File: config.mk
export PLATFORM = sky130hd
export DESIGN_NAME = i2c_fifo_flags
export DESIGN_NICKNAME = d
export VERILOG_FILES = /design/src/rtl/i2c_fifo_flags_pkg.sv /design/src/rtl/byte_fifo.sv /design/src/rtl/req_flag.sv /design/src/rtl/i2c_fifo_flags.sv
export SDC_FILE = /design/constraint.sdc
export NUM_CORES = 1
export LEC_CHECK = 0
export ABC_AREA = 1
export BUFFER_PORTS_ARGS = -buffer_cell sky130_fd_sc_hd__buf_2
export CORE_MARGIN = 2
export CORE_UTILIZATION = 63
export DETAILED_ROUTE_END_ITERATION = 10
export HOLD_SLACK_MARGIN = 0.03
export PLACE_DENSITY_LB_ADDON = 0.2
export SLEW_MARGIN = 20
export SYNTH_ARGS = -nofsm -noshare
export SYNTH_HDL_FRONTEND = slang
export SYNTH_SLANG_ARGS = --single-unit
File: constraint.sdc
create_clock -name clk -period 3.2 [get_ports clk]
set_input_delay 0.16 -clock clk [delete_from_list [all_inputs] [get_ports clk]]
set_output_delay 0.16 -clock clk [all_outputs]
set_load 0.01 [all_outputs]
File: src/rtl/i2c_fifo_flags_pkg.sv
package i2c_fifo_flags_pkg;

    typedef enum logic [2:0] {
        SEL_CFG     = 3'd0,
        SEL_LEN     = 3'd1,
        SEL_STATCLR = 3'd2,
        SEL_IENSET  = 3'd3,
        SEL_IENCLR  = 3'd4,
        SEL_TXBYTE  = 3'd5
    } reg_sel_e;

    localparam int ST_TXRDY = 0;
    localparam int ST_TXDRN = 1;
    localparam int ST_RXRDY = 2;
    localparam int ST_RXDRN = 3;
    localparam int ST_TXOVF = 4;
    localparam int ST_RXUNF = 5;

    localparam int NUM_REQ  = 4;
    localparam int NUM_STAT = 6;

    localparam int CFG_TXFLUSH = 6;
    localparam int CFG_RXFLUSH = 14;

endpackage

File: src/rtl/byte_fifo.sv
module byte_fifo #(
    parameter int DEPTH = 32,
    localparam int AW = $clog2(DEPTH),
    localparam int LW = $clog2(DEPTH + 1)
) (
    input  logic          clk,
    input  logic          rst_n,
    input  logic          flush,
    input  logic          push,
    input  logic [7:0]    push_data,
    input  logic          pop,
    output logic [7:0]    head,
    output logic [LW-1:0] level,
    output logic          full,
    output logic          empty
);

    typedef struct packed {
        logic [DEPTH-1:0][7:0] mem;
        logic [AW-1:0]         wp;
        logic [AW-1:0]         rp;
        logic [LW-1:0]         lvl;
    } fifo_st_t;

    fifo_st_t q, d;
    logic     do_push, do_pop;

    assign full  = (q.lvl == LW'(DEPTH));
    assign empty = (q.lvl == '0);
    assign head  = q.mem[q.rp];
    assign level = q.lvl;

    always_comb begin
        d       = q;
        do_push = push && !full;
        do_pop  = pop && !empty;
        if (flush) begin
            d.wp  = '0;
            d.rp  = '0;
            d.lvl = '0;
        end else begin
            if (do_push) begin
                d.mem[q.wp] = push_data;
                d.wp        = q.wp + AW'(1);
            end
            if (do_pop) begin
                d.rp = q.rp + AW'(1);
            end
            case ({do_push, do_pop})
                2'b10:   d.lvl = q.lvl + LW'(1);
                2'b01:   d.lvl = q.lvl - LW'(1);
                default: d.lvl = q.lvl;
            endcase
        end
    end

    always_ff @(posedge clk or negedge rst_n) begin
        if (!rst_n) begin
            q <= '0;
        end else begin
            q <= d;
        end
    end

    p_level_bound_r9: assert property (@(posedge clk) disable iff (!rst_n)
        q.lvl <= LW'(DEPTH));

    p_full_push_dropped_r9: assert property (@(posedge clk) disable iff (!rst_n)
        (push && full && !pop && !flush) |=> (level == LW'(DEPTH)));

    p_flush_empties_r8: assert property (@(posedge clk) disable iff (!rst_n)
        flush |=> empty);

endmodule

File: src/rtl/req_flag.sv
module req_flag (
    input  logic clk,
    input  logic rst_n,
    input  logic cond,
    input  logic arm,
    input  logic clr,
    output logic flag
);

    typedef struct packed {
        logic flag;
        logic cond_prev;
    } flag_st_t;

    flag_st_t q, d;
    logic     set_evt;

    assign flag = q.flag;

    always_comb begin
        d           = q;
        set_evt     = cond && (arm || !q.cond_prev);
        d.cond_prev = cond;
        d.flag      = (q.flag && !clr) || set_evt;
    end

    always_ff @(posedge clk or negedge rst_n) begin
        if (!rst_n) begin
            q <= '0;
        end else begin
            q <= d;
        end
    end

    p_cleared_stays_r10: assert property (@(posedge clk) disable iff (!rst_n)
        (!q.flag && !arm && q.cond_prev) |=> !q.flag);

endmodule

File: src/rtl/i2c_fifo_flags.sv
module i2c_fifo_flags
    import i2c_fifo_flags_pkg::*;
#(
    parameter int FIFO_CODE = 2,
    parameter int CNT_W     = 16,
    localparam int DEPTH    = 8 << FIFO_CODE,
    localparam int LVL_W    = $clog2(DEPTH + 1)
) (
    input  logic             clk,
    input  logic             rst_n,
    input  logic             reg_we,
    input  logic [2:0]       reg_sel,
    input  logic [15:0]      reg_wdata,
    input  logic             sw_rx_pop,
    output logic [7:0]       rx_rdata,
    input  logic             eng_tx_pop,
    output logic [7:0]       eng_tx_data,
    output logic             eng_tx_avail,
    input  logic             eng_rx_push,
    input  logic [7:0]       eng_rx_data,
    output logic             eng_rx_space,
    output logic [5:0]       status,
    output logic [5:0]       int_en,
    output logic             irq,
    output logic [LVL_W-1:0] tx_level,
    output logic [LVL_W-1:0] rx_level,
    output logic [1:0]       depth_code
);

    localparam logic [CNT_W-1:0] CNT_MAX = '1;

    typedef struct packed {
        logic [5:0]       thr_tx_m1;
        logic [5:0]       thr_rx_m1;
        logic [CNT_W-1:0] len;
        logic [CNT_W-1:0] tx_pushed;
        logic [CNT_W-1:0] rx_got;
        logic [1:0]       sticky;
        logic [5:0]       ien;
        logic             arm;
    } ctl_st_t;

    ctl_st_t q, d;

    logic wr_cfg, wr_len, wr_clr, wr_iset, wr_iclr, wr_tx;
    logic tx_full, tx_empty, rx_full, rx_empty;
    logic tx_push_ok, tx_ovf, rx_pop_ok, rx_unf, eng_pop_ok, eng_push_ok;
    logic tx_flush, rx_flush;
    logic [CNT_W-1:0] thr_tx, thr_rx, tx_left, rx_left, tx_lvl_w, rx_lvl_w;
    logic [NUM_REQ-1:0] req_cond, req_clr, req_flag_v;

    // register write decode
    always_comb begin
        wr_cfg  = reg_we && (reg_sel == SEL_CFG);
        wr_len  = reg_we && (reg_sel == SEL_LEN);
        wr_clr  = reg_we && (reg_sel == SEL_STATCLR);
        wr_iset = reg_we && (reg_sel == SEL_IENSET);
        wr_iclr = reg_we && (reg_sel == SEL_IENCLR);
        wr_tx   = reg_we && (reg_sel == SEL_TXBYTE);
    end

    always_comb begin
        tx_push_ok  = wr_tx && !tx_full;
        tx_ovf      = wr_tx && tx_full;
        rx_pop_ok   = sw_rx_pop && !rx_empty;
        rx_unf      = sw_rx_pop && rx_empty;
        eng_pop_ok  = eng_tx_pop && !tx_empty;
        eng_push_ok = eng_rx_push && !rx_full;
        tx_flush    = wr_cfg && reg_wdata[CFG_TXFLUSH];
        rx_flush    = wr_cfg && reg_wdata[CFG_RXFLUSH];
    end

    byte_fifo #(.DEPTH(DEPTH)) u_txq (
        .clk       (clk),
        .rst_n     (rst_n),
        .flush     (tx_flush),
        .push      (wr_tx),
        .push_data (reg_wdata[7:0]),
        .pop       (eng_tx_pop),
        .head      (eng_tx_data),
        .level     (tx_level),
        .full      (tx_full),
        .empty     (tx_empty)
    );

    byte_fifo #(.DEPTH(DEPTH)) u_rxq (
        .clk       (clk),
        .rst_n     (rst_n),
        .flush     (rx_flush),
        .push      (eng_rx_push),
        .push_data (eng_rx_data),
        .pop       (sw_rx_pop),
        .head      (rx_rdata),
        .level     (rx_level),
        .full      (rx_full),
        .empty     (rx_empty)
    );

    // request conditions from thresholds, levels and remaining count
    always_comb begin
        thr_tx   = CNT_W'(q.thr_tx_m1) + CNT_W'(1);
        thr_rx   = CNT_W'(q.thr_rx_m1) + CNT_W'(1);
        tx_lvl_w = CNT_W'(tx_level);
        rx_lvl_w = CNT_W'(rx_level);
        tx_left  = (q.len > q.tx_pushed) ? (q.len - q.tx_pushed) : '0;
        rx_left  = (q.len > q.rx_got) ? (q.len - q.rx_got) : '0;

        req_cond[ST_TXRDY] = (tx_lvl_w < thr_tx) && (tx_left >= thr_tx);
        req_cond[ST_TXDRN] = (tx_lvl_w < thr_tx) && (tx_left != '0)
                             && (tx_left < thr_tx);
        req_cond[ST_RXRDY] = (rx_lvl_w >= thr_rx);
        req_cond[ST_RXDRN] = (rx_left == '0) && (rx_lvl_w != '0)
                             && (rx_lvl_w < thr_rx);

        req_clr = wr_clr ? reg_wdata[NUM_REQ-1:0] : '0;
    end

    for (genvar g = 0; g < NUM_REQ; g++) begin : g_req
        req_flag u_flag (
            .clk   (clk),
            .rst_n (rst_n),
            .cond  (req_cond[g]),
            .arm   (q.arm),
            .clr   (req_clr[g]),
            .flag  (req_flag_v[g])
        );
    end

    // control state next value
    always_comb begin
        d = q;
        if (wr_cfg) begin
            d.thr_tx_m1 = reg_wdata[5:0];
            d.thr_rx_m1 = reg_wdata[13:8];
        end
        if (wr_len) begin
            d.len       = reg_wdata[CNT_W-1:0];
            d.tx_pushed = '0;
            d.rx_got    = '0;
        end else begin
            if (tx_push_ok && (q.tx_pushed != CNT_MAX)) begin
                d.tx_pushed = q.tx_pushed + CNT_W'(1);
            end
            if (eng_push_ok && (q.rx_got != CNT_MAX)) begin
                d.rx_got = q.rx_got + CNT_W'(1);
            end
        end
        if (wr_clr) begin
            d.sticky = q.sticky & ~reg_wdata[ST_RXUNF:ST_TXOVF];
        end
        if (tx_ovf) d.sticky[0] = 1'b1;
        if (rx_unf) d.sticky[1] = 1'b1;
        if (wr_iset) d.ien = q.ien | reg_wdata[NUM_STAT-1:0];
        if (wr_iclr) d.ien = q.ien & ~reg_wdata[NUM_STAT-1:0];
        d.arm = tx_push_ok || eng_pop_ok || tx_flush || rx_pop_ok
                || eng_push_ok || rx_flush || wr_cfg || wr_len;
    end

    always_ff @(posedge clk or negedge rst_n) begin
        if (!rst_n) begin
            q <= '0;
        end else begin
            q <= d;
        end
    end

    assign status       = {q.sticky, req_flag_v};
    assign int_en       = q.ien;
    assign irq          = |(status & q.ien);
    assign eng_tx_avail = !tx_empty;
    assign eng_rx_space = !rx_full;
    assign depth_code   = 2'(FIFO_CODE);

    p_tx_req_excl_r3: assert property (@(posedge clk) disable iff (!rst_n)
        !($rose(status[ST_TXRDY]) && $rose(status[ST_TXDRN])));

    p_rdr_after_last_r5: assert property (@(posedge clk) disable iff (!rst_n)
        $rose(status[ST_RXDRN]) |-> $past(rx_left == '0));

    p_underflow_sticky_r9: assert property (@(posedge clk) disable iff (!rst_n)
        (sw_rx_pop && rx_empty) |=> status[ST_RXUNF]);

    p_mask_blocks_irq_r7: assert property (@(posedge clk) disable iff (!rst_n)
        (int_en == '0) |-> !irq);

endmodule

# Yosys cells after proc, flatten, opt, wreduce, memory -nomap -nowiden

Cells that the tools add are included.

Output and inout port bits: 45
Input bits: 33
Bits in registers: 621

Reductions and logical operators: 78
Add/subtract/negate cells: 14
$lt $le $gt $ge: 13
Bitwise operators: 8
Mux-type cells: 29
Equality and inequality tests: 13

Operator list:

| kind                                                                         | number |
|---|---|
| 256-bit bitwise mux                                                          | 2 |
| 16-bit two-way mux                                                           | 6 |
| 8-bit binary-select mux with 5-bit select                                    | 2 |
| 8-bit demux with 5-bit select                                                | 2 |
| 16-bit by 1-bit adder with 16-bit output, second input constant              | 2 |
| 16-bit greater-than comparator                                               | 2 |
| 32-bit two-way mux                                                           | 1 |
| 8-bit two-way mux                                                            | 4 |
| 16-bit inequality test, second input constant                                | 2 |
| 16-bit subtractor                                                            | 2 |
| 1-bit logical AND                                                            | 31 |
| 5-bit by 6-bit less-than comparator with 1-bit output, second input constant | 4 |
| 6-bit case mux with 2 select lines                                           | 2 |
| 5-bit by 1-bit adder with 5-bit output, second input constant                | 4 |
| 5-bit two-way mux                                                            | 4 |
| 2-bit nonzero test                                                           | 9 |
| 16-bit by 7-bit greater-or-equal comparator with 1-bit output                | 1 |
| 16-bit zero test                                                             | 1 |
| 16-bit by 7-bit less-than comparator with 1-bit output                       | 1 |
| 16-bit nonzero test                                                          | 1 |
| 1-bit logical OR                                                             | 15 |
| 6-bit by 1-bit adder with 7-bit output, second input constant                | 2 |
| 6-bit by 7-bit less-than comparator with 1-bit output                        | 2 |
| 6-bit by 1-bit adder with 6-bit output, second input constant                | 2 |
| 26 further kinds                                                             | 51 |

# Longest topological paths before layout

Gate-level depths: netlist of run 1.

Depth in word-level cells: 10
Gate-level depth with buffers: 23

# Modules after synthesis

Synthesis of run 1 repeated with hierarchy kept, for this count alone.

Cell total of the unflattened synthesis: 4459
Area, all modules: 33905.0 sq um

By module, submodules not included:

| module         | area an instance (sq um) | cells each | instances |
|---|---|---|---|
| byte_fifo      | 13718.2                  | 1747       | 2 |
| i2c_fifo_flags | 6178.4                   | 933        | 1 |
| req_flag       | 72.6                     | 8          | 4 |

# Least setup slack after synthesis of run 1

OpenSTA, ideal clock, no wires.

Path type: reg-to-reg
Start point: register q[41] (netlist name)
End point: register g_req[0].u_flag.q, in the netlist g_req[0].u_flag.flag
Stages on the path, launching flop included: 22
Slack: 0.442 ns
Arrival: 2.637 ns
Library setup time: 0.120 ns
Clock period less this slack: 2.758 ns
Data required time: 3.080 ns
Buffers on the path: 0
Path through: dfrtp_1 > inv_1 > ha_1 > inv_1 > fa_1 > nand3_1 > nand3_1 > nand2_1 > nand2_1 > nand2_1 > nand2_1 > nand2_1 > nor2_1 > ha_1 > nand2_1 > nor2_1 > a211oi_1 > o211ai_1 > inv_1 > nand3_1 > nand3_1 > nand2_1

RTL lines:

| what                   | line                  | text |
|---|---|---|
| start, declared        | i2c_fifo_flags.sv:43  | `ctl_st_t q, d;` |
| start signal, assigned | i2c_fifo_flags.sv:161 | `q <= '0;` |
| start signal, assigned | i2c_fifo_flags.sv:163 | `q <= d;` |
| end signal, assigned   | req_flag.sv:29        | `q <= '0;` |
| end signal, assigned   | req_flag.sv:31        | `q <= d;` |
| end, declared          | req_flag.sv:15        | `flag_st_t q, d;` |

# Worst setup path in the final report of run 1

Start point: register u_rxq.q[7] (netlist name)
End point: output rx_rdata[4]

Cells in the longest elaborated chain, start to end: 2

Ends and longest elaborated chain:

| what                                      | line                 | text |
|---|---|---|
| start, declared                           | byte_fifo.sv:25      | `fifo_st_t q, d;` |
| 8-bit binary-select mux with 5-bit select | byte_fifo.sv:30      | `assign head = q.mem[q.rp];` |
| 8-bit two-way mux (implied by the code)   | byte_fifo.sv:30      |  |
| end, declared                             | i2c_fifo_flags.sv:15 | `output logic [7:0] rx_rdata,` |

Every way passes these cells. The select of a mux whose other input is x is not followed.

==> results.yml, run 1 <==
run_status:
  status: "finished clean"
timing:
  min_period_ps: 3060
  setup_viol: 0
  worstMarginPinSlew_ps: 1170
  slew_headroom_pct: 22.2
  timing.fmax_mhz: 327
  fin_crit_sh_pct: 95.5
  fin_setup_tns_ps: 0
  final_max_slew_viol_count: 0
  hold_viol: 0
  skew_ps: 21.3
placement:
  placed_area_sq_mm: 0.0316
  gp_congestion: 0.961
  io_buffers: 75
  hpwlAfterDp_mm: 53.1
routing:
  wirelength_mm: 83.3
  final_antenna_net_count: 0
  via_count: 26900
  firstDrtPassIters: 6
  route.detailed.drc: 0
  drt-vias-per-instance: 5.95
  drt_iter0_markers: 2837
  wl_per_cell_um: 18.4
power:
  clkPwrFrac_pct: 24.4
  swShare_pct: 40.3
  power_leakage_uw: 0.0159
  internal_power_uw: 19400
  peakVddDrop_uv: 578
  p_per_area_mw_per_mm2: 955
  switchingPower_uw: 13100
  p_seq_share_pct: 36.3
  combPwrFrac_pct: 39.3
synthesis:
  synth_xor_area_share_pct: 0.849
  ys.flop_type: "dfrtp_1"
  yosys.area_share.adder_pct: 3.17
  syn_nets: 3949
  synthArstFlopShare_pct: 100
  avgSynthCellArea_sq_um: 8.06
  synthMuxAreaShare_pct: 0
  yosysWarnings: 0
  netlist_instances: 3840
  synth_top_family_by_area: "simple AND/OR/NAND/NOR gates"
  synth_enable_flop_cells: 0
  yosys_register_bits: 621
  seq_area_frac_synth_pct: 50.2
  yosys.area_share.simple_pct: 20.2
  synth.distinct_cells: 49
  synth_compound_area_share_pct: 19.2
  syn_area_sq_mm: 0.0310
worst_setup_path:
  slowest_delay_ps: 610
  path_cells: "buf_4 -> o21ai_0 -> o221ai_1 -> o211ai_1 -> nand4_1 -> o21ai_0 -> inv_1 -> buf_2"
  startpoint_type: "register"
  crit_type: "reg2out"
  r2r_cells: 19
  timing.rr.end: "g_req[0].u_flag.flag"
  cp-end-kind: "output port"
  critPathRequiredTime_ps: 3040
  crit_arrival_ps: 2900
  crit_fanout: 66
  timing.critical_path.mode_cell: "o21ai_0"
  slowest_stage: "buf_4"
  reg2reg_from: "q[37]"
  reg2reg_setup_slack_ps: 320
grt:
  grt_pass1_wl_mm: 135
  grt_max_degree: 131
  antenna_found_initial: 0
  grt_use_total_pct: 33.5
  gr-total-overflow: 0
  grt_pass1_vias: 25000
clock_network:
  clk_pin_slew_ps: 70
  clk_path_buf_depth: 3
  root_buffer: "clkbuf_16"
  clk-insertion-delay-late_ps: 610
  cts_inserted_buffers: 67
  htreeDepth: 3
  cts_tree: "done"
  numClockSinks: 621
layout:
  fill_cells: 3916
  area_growth_syn_to_layout_pct: 10.1
  num_antenna_cells: 0
  fin_nets: 3917
  utilization_pct: 69.9
  drive_gt1_share_pct: 7.67
  fin_area_sq_mm: 0.0341
run:
  maxCapViolCount: 0
floorplan:
  die_area_sq_mm: 0.0509
  core_sq_mm: 0.0487
  start_util_pct: 63.5
  die_w_um: 226
  pin_count: 78
  die_h_um: 226
  rows: 81
worst_hold_path:
  hold_class: "in2async"
[Yosys cell counts (2+ instances only)]
cell type | number | area [sq um]
a211oi_1 | 3 | 22.5
a21oi_1 | 95 | 475
and2_1 | 2 | 12.5
and3_1 | 2 | 12.5
buf_2 | 73 | 365
buf_4 | 27 | 203
clkbuf_1 | 146 | 548
clkinv_1 | 3 | 11.3
conb_1 | 2 | 7.51
dfrtp_1 | 621 | 15500
fa_1 | 4 | 80.1
ha_1 | 72 | 901
inv_1 | 218 | 818
inv_2 | 5 | 18.8
nand2_1 | 887 | 3330
nand2_2 | 18 | 113
nand3_1 | 122 | 611
nand3b_1 | 10 | 75.1
nand4_1 | 31 | 194
nor2_1 | 384 | 1440
nor2_2 | 8 | 50.1
nor2_4 | 5 | 56.3
nor3_1 | 39 | 195
nor3_2 | 3 | 30.0
nor3b_1 | 5 | 37.5
nor4_1 | 8 | 50.1
o211ai_1 | 20 | 150
o21a_1 | 2 | 15.0
o21ai_0 | 815 | 4080
o21ai_1 | 32 | 160
o221ai_1 | 46 | 403
o22ai_1 | 84 | 526
o31ai_1 | 2 | 15.0
or2_2 | 3 | 18.8
xnor2_1 | 10 | 87.6
xor2_1 | 20 | 175
[what timing repair did]
action / 4_1_cts / 5_1_grt
hold buffers: 19 / 0
gates resized for setup: 0 / 11
endpoints found under the hold margin: 93 / 0
buffers inserted: 0 / 1
setup endpoints to repair: 0 / 4
[power groups by stage]
stage,logic [uW],registers [uW],clock network (uW)
3_5_place_dp,12500,11800,0
5_1_grt,14400,12100,8320
2_1_floorplan,9170,11400,0
4_1_cts,12600,11800,7990
3_3_place_gp,12300,11800,0
6_report,12800,11800,7940
[registers in the layout (all words and copies together), names as in the netlist, named ones only]
register,cells
u_txq.q,266
q,61
status,2
g_req.u_flag.q,4
u_txq.level,6
g_req.u_flag.flag,4
u_rxq.q,266
u_rxq.level,6
[stage by stage]
stage | worst slack, ps | power (uW) | instances | hold WS (ps)
2_1_floorplan | 442 | 20500 | 3840 | -136
3_3_place_gp | 179 | 24100 | 4383 | 213
3_5_place_dp | 154 | 24400 | 4383 | 210
4_1_cts | 153 | 32400 | 4521 | 118
5_1_grt | -0.0531 | 34900 | 4522 | 153
6_report | 143 | 32600 | 4522 | 131
[cells by family (layout without fill, tap and decap cells)]
group,after synthesis,after routing
buf+inv,473,491
flops,621,621
compound gates,1108,1108
simple gates,1530,1530
fa+ha+maj,76,76
other cells,2,2
xor+xnor,30,30
[worst max path at each step]
stage	startpoint	to	slack [ps]	cells after the start
3_5_place_dp	q[41]	g_req[0].u_flag.flag	150	21
2_1_floorplan	q[41]	g_req[0].u_flag.flag	440	21
6_report	u_rxq.q[7]	rx_rdata[4]	140	8
4_1_cts	q[37]	g_req[0].u_flag.flag	150	17
5_1_grt	q[41]	g_req[0].u_flag.flag	-0.05	23
3_3_place_gp	q[41]	g_req[0].u_flag.flag	180	20
[final cells by class]
type                       instances  area (sq um)  share of cell area, %
clock buffer                      94          1950                   5.73
timing repair buffer             145          1110                   3.25
multi-input combinational       2746         13500                   39.6
inverter                         227           857                   2.51
sequential                       621         15500                   45.6
clock inverter                    25           295                  0.866
tap                              664           831                   2.44
[placed cells by master (no fill, tap or decap), types with 31 or more instances in the layout]
cell type and n:
clkbuf_16 70, o22ai_1 84, nand4_1 31, o21ai_1 32, buf_2 74, nor2_1 383, ha_1 71, nand2_1 885
o21ai_0 815, o221ai_1 46, buf_4 39, inv_1 210, nand3_1 120, nor3_1 38, a21oi_1 95, dfrtp_1 617
[metal layers]
layer	track usage [%]	up-vias	wire length, um
li1	-	12800	-
met1	47.9	12900	36100
met2	52.9	1032	38600
met3	5.32	165	6100
met4	10.9	0	2520
met5	0	-	0
[critical path, delay by kind of cell (launching register included)]
| kind | cells | cell delay [ps] |
|---|---|---|
| compound gates | 4 | 910 |
| simple gates | 1 | 220 |
| buf+inv | 3 | 810 |
| flops | 1 | 350 |
No activity file was read; power rests on OpenSTA's default activity.
==> run 2: changes to the inputs <==
--- a/config.mk
+++ b/config.mk
@@ -7,11 +7,13 @@
 export LEC_CHECK = 0
 export ABC_AREA = 1
 export BUFFER_PORTS_ARGS = -buffer_cell sky130_fd_sc_hd__buf_2
+export CELL_PAD_IN_SITES_DETAIL_PLACEMENT = 0
+export CELL_PAD_IN_SITES_GLOBAL_PLACEMENT = 2
 export CORE_MARGIN = 2
-export CORE_UTILIZATION = 63
+export CORE_UTILIZATION = 35
 export DETAILED_ROUTE_END_ITERATION = 10
 export HOLD_SLACK_MARGIN = 0.03
-export PLACE_DENSITY_LB_ADDON = 0.2
+export PLACE_DENSITY = 0.87
 export SLEW_MARGIN = 20
 export SYNTH_ARGS = -nofsm -noshare
 export SYNTH_HDL_FRONTEND = slang
==> constraint.sdc (replaced) <==
create_clock -name clk -period 2.5 [get_ports clk]
set_input_delay 0.125 -clock clk [delete_from_list [all_inputs] [get_ports clk]]
set_output_delay 0.125 -clock clk [all_outputs]
set_load 0.01 [all_outputs]
==> run 2 against run 1 <==
The flow now finishes with violations (setup timing). Cell count up 17%. Wire length increased by 18%. Sequential power is 28% higher. Final area is 14% higher. Worst setup slack worse by 420 ps. Sequential cell count unchanged. Critical endpoint is now rx_rdata[5]. Largest cell class unchanged.
==> results.yml, run 2 (synthesis gave the netlist of run 1 again) <==
timing:
  min_period_ps: 2770
  fin_crit_sh_pct: 111
  timing.fmax_mhz: 361
  worstMarginPinSlew_ps: 761
  skew_ps: 30.6
  setup_viol: 20
  slew_headroom_pct: 49.2
  setup_slack_ps: -272
  final_max_slew_viol_count: 0
  hold_viol: 0
  rsz0062_at_grt: "yes"
  fin_hold_ws_ps: 64.1
  fin_setup_tns_ps: -3500
worst_setup_path:
  startpoint_type: "register"
  crit_fanout: 7
  critPathRequiredTime_ps: 2380
  cp-end-kind: "output port"
  crit_type: "reg2out"
  crit_arrival_ps: 2650
routing:
  routed-wl-met3_mm: 3.82
  route.detailed.drc: 0
  final_antenna_net_count: 0
  via_count: 27300
  wl_met2_mm: 46.7
  top_layer_used: "met5"
  wl_per_cell_um: 18.6
  firstDrtPassIters: 5
  drt-vias-per-instance: 5.14
  wirelength_mm: 98.7
  drt_iter0_markers: 2158
  wl_met1_mm: 45.8
layout:
  drive_gt1_share_pct: 18.9
  num_antenna_cells: 0
  utilization_pct: 44.2
  area_growth_syn_to_layout_pct: 25.5
  reg_top3: "u_rxq.q x266, u_txq.q x266, q x61"
  layout_commonest_cell: "nand2_1"
  mostFrequentLayoutCells: "nand2_1 (873), o21ai_0 (689), dfrtp_1 (617), nor2_1 (341), buf_4 (242)"
  fin_nets: 4196
floorplan:
  die_h_um: 301
  rows: 109
  die_area_sq_mm: 0.0909
  core_sq_mm: 0.0880
  pin_count: 78
  start_util_pct: 35.2
  die_w_um: 301
clock_network:
  htreeDepth: 3
  clk_pin_slew_ps: 60
  clk_path_buf_depth: 3
  root_buffer: "clkbuf_16"
  cts_inserted_buffers: 74
  numClockSinks: 621
  clk-insertion-delay-late_ps: 640
  cts_tree: "done"
worst_hold_path:
  hold_class: "in2reg"
grt:
  grt_pass1_vias: 26400
  grt_use_total_pct: 21.1
  antenna_found_initial: 1
  grt_max_degree: 73
  gr-total-overflow: 0
  grt_pass1_wl_mm: 151
placement:
  io_buffers: 75
  pre_cts_ws_ps: -245
  hpwlAfterDp_mm: 61.1
  gp_congestion: 0.845
power:
  p_per_area_mw_per_mm2: 1250
  total_power_uw: 48700
  peakVddDrop_uv: 605
  power_leakage_uw: 0.0178
run_status:
  violations: "setup timing"
  status: "finished with violations"
run:
  maxCapViolCount: 0
## run 2: cell count changes in the layout (fill, tap and decap cells not counted), sizes merged
| cell | change |
|---|---|
| buf | +252 |
| clkbuf | +24 |
| clkinvlp | -1 |
| dlygate4sd3 | +7 |
| inv | +5 |
## run 2: per-layer routing
metal	vias to the layer above	GRT usage [%]
li1	13400	-
met1	13200	29.4
met2	565	34.6
met3	146	2.64
met4	2	6.01
met5	-	0
## run 2: critical path: stages (launching register included)
cell and delay [ps]:
dfrtp_4 430, buf_12 170, inv_16 60, buf_16 160, nor2_1 100, o22ai_1 120, o211ai_1 300, nand4_1 270
o21ai_2 190, inv_1 60, buf_2 130
## run 2: path summary, 6_finish.rpt
check | startpoint | end | slack (ps) | depth (start not counted)
min | eng_rx_push | u_rxq.level[1] | 60 | 7
max in group asynchronous | rst_n | u_txq.q[247] | 1500 | 3
min in group asynchronous | rst_n | q[35] | 70 | 2
max reg2reg | q[41] | g_req[1].u_flag.flag | -200 | 23
max | u_rxq.q[6] | rx_rdata[5] | -270 | 10
min reg2reg | u_txq.q[153] | u_txq.q[153] | 480 | 2
## run 2: report_power, final
| group | internal, uW | leakage (uW) | switching [uW] |
|---|---|---|---|
| clock | 6610 | 0.00125 | 4530 |
| sequential | 13100 | 0.00820 | 2030 |
| combinational | 9300 | 0.00834 | 13100 |
## run 2: cell type report
class                   count  area (sq um)
clock buffers             107          2170
clock inverters            27           367
fillers                  8793         49100
inverters                 227           911
multi-input cells        2746         14500
flip-flops and latches    621         15500
well taps                1165          1460
repair buffers            415          3860
repair inverters            2          17.5
## run 2: what timing repair did
action | in CTS | in global routing
hold buffers | 26 | 0
gates cloned | 5 | 19
endpoints found under the hold margin | 415 | 0
gates resized for setup | 160 | 283
pin swaps | 57 | 113
buffers inserted | 17 | 21
setup endpoints to repair | 21 | 33
## run 2: stage by stage
stage,instances,instance area (sq um)
2_1_floorplan,3840,31000
3_3_place_gp,5093,34000
3_5_place_dp,5093,34000
4_1_cts,5273,37400
5_1_grt,5310,38900
6_report,5310,38900
==> run 3: changes to the inputs <==
--- a/config.mk
+++ b/config.mk
@@ -10,10 +10,12 @@
 export CELL_PAD_IN_SITES_DETAIL_PLACEMENT = 0
 export CELL_PAD_IN_SITES_GLOBAL_PLACEMENT = 2
 export CORE_MARGIN = 2
-export CORE_UTILIZATION = 35
+export CORE_UTILIZATION = 38
+export CTS_CLUSTER_SIZE = 30
 export DETAILED_ROUTE_END_ITERATION = 10
+export GPL_TIMING_DRIVEN = 0
 export HOLD_SLACK_MARGIN = 0.03
-export PLACE_DENSITY = 0.87
+export PLACE_DENSITY = 0.89
 export SLEW_MARGIN = 20
 export SYNTH_ARGS = -nofsm -noshare
 export SYNTH_HDL_FRONTEND = slang
==> constraint.sdc (replaced) <==
create_clock -name clk -period 3 [get_ports clk]
set_input_delay 0.15 -clock clk [delete_from_list [all_inputs] [get_ports clk]]
set_output_delay 0.15 -clock clk [all_outputs]
set_load 0.01 [all_outputs]
==> run 3 against run 2 <==
The run now ends clean. Cell count down 2.8%. Count of clock-buffer cells in the layout shrank 10. Sequential power shrank 16%. First-iteration DRC count is 8.4% higher. Clock power shrank 16%. Combinational power fell by 29%. Register-to-register slack better by 330 ps. Via count increased by 2.6%. Non-clock buffer count is 33 lower. Die area down 7.8%.
==> results.yml, run 3 (synthesis gave the netlist of run 1 again) <==
run_status:
  status: "finished clean"
timing:
  fin_setup_tns_ps: 0
  rsz0062_at_grt: "yes"
  setup_slack_ps: 25.3
  fin_hold_ws_ps: 333
  fin_crit_sh_pct: 99.2
  slew_headroom_pct: 34.5
  min_period_ps: 2970
  final_max_slew_viol_count: 0
  timing.fmax_mhz: 336
  skew_ps: 31.1
  worstMarginPinSlew_ps: 982
  hold_viol: 0
  setup_viol: 0
grt:
  grt_max_degree: 98
  grt_pass1_wl_mm: 167
  grt_use_total_pct: 26.1
  grt_pass1_vias: 27300
  gr-total-overflow: 0
  antenna_found_initial: 4
clock_network:
  numClockSinks: 621
  clk-insertion-delay-late_ps: 630
  clk_pin_slew_ps: 60
  cts_inserted_buffers: 71
  htreeDepth: 3
  clk_path_buf_depth: 3
  root_buffer: "clkbuf_16"
  cts_tree: "done"
floorplan:
  die_h_um: 289
  rows: 104
  die_w_um: 289
  die_area_sq_mm: 0.0838
  pin_count: 78
  core_sq_mm: 0.0805
  start_util_pct: 38.4
worst_setup_path:
  critPathRequiredTime_ps: 2850
  path_cells: "buf_6 -> inv_2 -> buf_6 -> buf_4 -> nor2_1 -> o221ai_1 -> o211ai_1 -> nand4_1 -> o21ai_1 -> inv_1 -> buf_2"
  crit_buf_inv: 6
  slowest_stage: "dfrtp_1"
  timing.critical_path.mode_cell: "buf_6"
  slowest_delay_ps: 420
  crit_fanout: 10
  startpoint_type: "register"
  crit_type: "reg2out"
  crit_arrival_ps: 2820
  critical_path.top_delay_family: "buffers and inverters"
  cp-end-kind: "output port"
layout:
  reg_top3: "u_rxq.q x266, u_txq.q x266, q x61"
  layout_commonest_cell: "nand2_1"
  fin_nets: 4158
  area_growth_syn_to_layout_pct: 17.9
  drive_gt1_share_pct: 12.7
  utilization_pct: 45.3
  mostFrequentLayoutCells: "nand2_1 (874), o21ai_0 (797), dfrtp_1 (614), nor2_1 (379), inv_1 (207)"
routing:
  drt-vias-per-instance: 5.42
  wirelength_mm: 109
  firstDrtPassIters: 6
  via_count: 28000
  route.detailed.drc: 0
  wl_per_cell_um: 21.1
  drt_iter0_markers: 2339
  final_antenna_net_count: 0
run:
  maxCapViolCount: 0
placement:
  gp_congestion: 0.919
  pre_cts_ws_ps: -556
  hpwlAfterDp_mm: 77.6
  io_buffers: 75
power:
  p_per_area_mw_per_mm2: 1040
  power_leakage_uw: 0.0167
  peakVddDrop_uv: 556
  total_power_uw: 38000
worst_hold_path:
  hold_class: "in2reg"
## run 3: final timing paths
path                          startpoint                   end  slack, ps  depth (start not counted)
min in group asynchronous          rst_n        u_rxq.level[1]        570                          3
setup / recovery              u_txq.q[6]        eng_tx_data[0]         30                         11
max in group asynchronous          rst_n           u_rxq.q[50]        780                          6
hold reg to reg              u_txq.q[39]           u_txq.q[39]        480                          2
setup reg to reg                   q[25]  g_req[0].u_flag.flag        130                         20
hold / removal             reg_wdata[15]                 q[56]        330                          4
## run 3: cell type report
cell class              count  area, sq um
diodes                      1         2.50
plain buffers             245         1290
clock buffers              97         2030
clock inverters            29          430
fillers                  8103        44100
inverters                 227          866
multi-input cells        2746        13900
flip-flops and latches    621        15500
well taps                1060         1330
repair buffers            137         1090
## run 3: what timing repair did
item | in CTS | in global routing
endpoints found under the setup margin | 28 | 30
resized for setup | 128 | 132
hold buffers | 38 | 1
pin swaps | 12 | 22
endpoints found under the hold margin | 253 | 1
buffers inserted | 9 | 7
## run 3: worst reg2reg max path, delay by kind of cell (launching register included)
kind / cells / cell delay (ps)
and+or+nand+nor: 13 / 1010
adders and majority gates: 3 / 820
AOI/OAI and AO/OA: 2 / 330
buffers and inverters: 2 / 150
DFF: 1 / 450
## run 3: stage by stage
step / std cells / area (sq um)
2_1_floorplan: 3840 / 31000
3_3_place_gp: 4975 / 32700
3_5_place_dp: 4982 / 32900
4_1_cts: 5154 / 36000
5_1_grt: 5162 / 36500
6_report: 5163 / 36500
## run 3: per-layer routing
layer / global-route usage (%) / vias up / part of all wire (%)
met5: 0 / - / 0
met4: 9.10 / 0 / 3.5
met3: 3.73 / 206 / 5.7
met2: 41.8 / 883 / 46
met1: 36.3 / 13600 / 45
li1: - / 13300 / -
## run 3: where the power goes
group	leakage, uW	total [uW]	internal, uW	switching, uW
Clock	0.00119	9270	5490	3780
Sequential	0.00820	12700	10900	1780
Combinational	0.00734	16000	5540	10500
Total	0.0167	38000	21900	16100
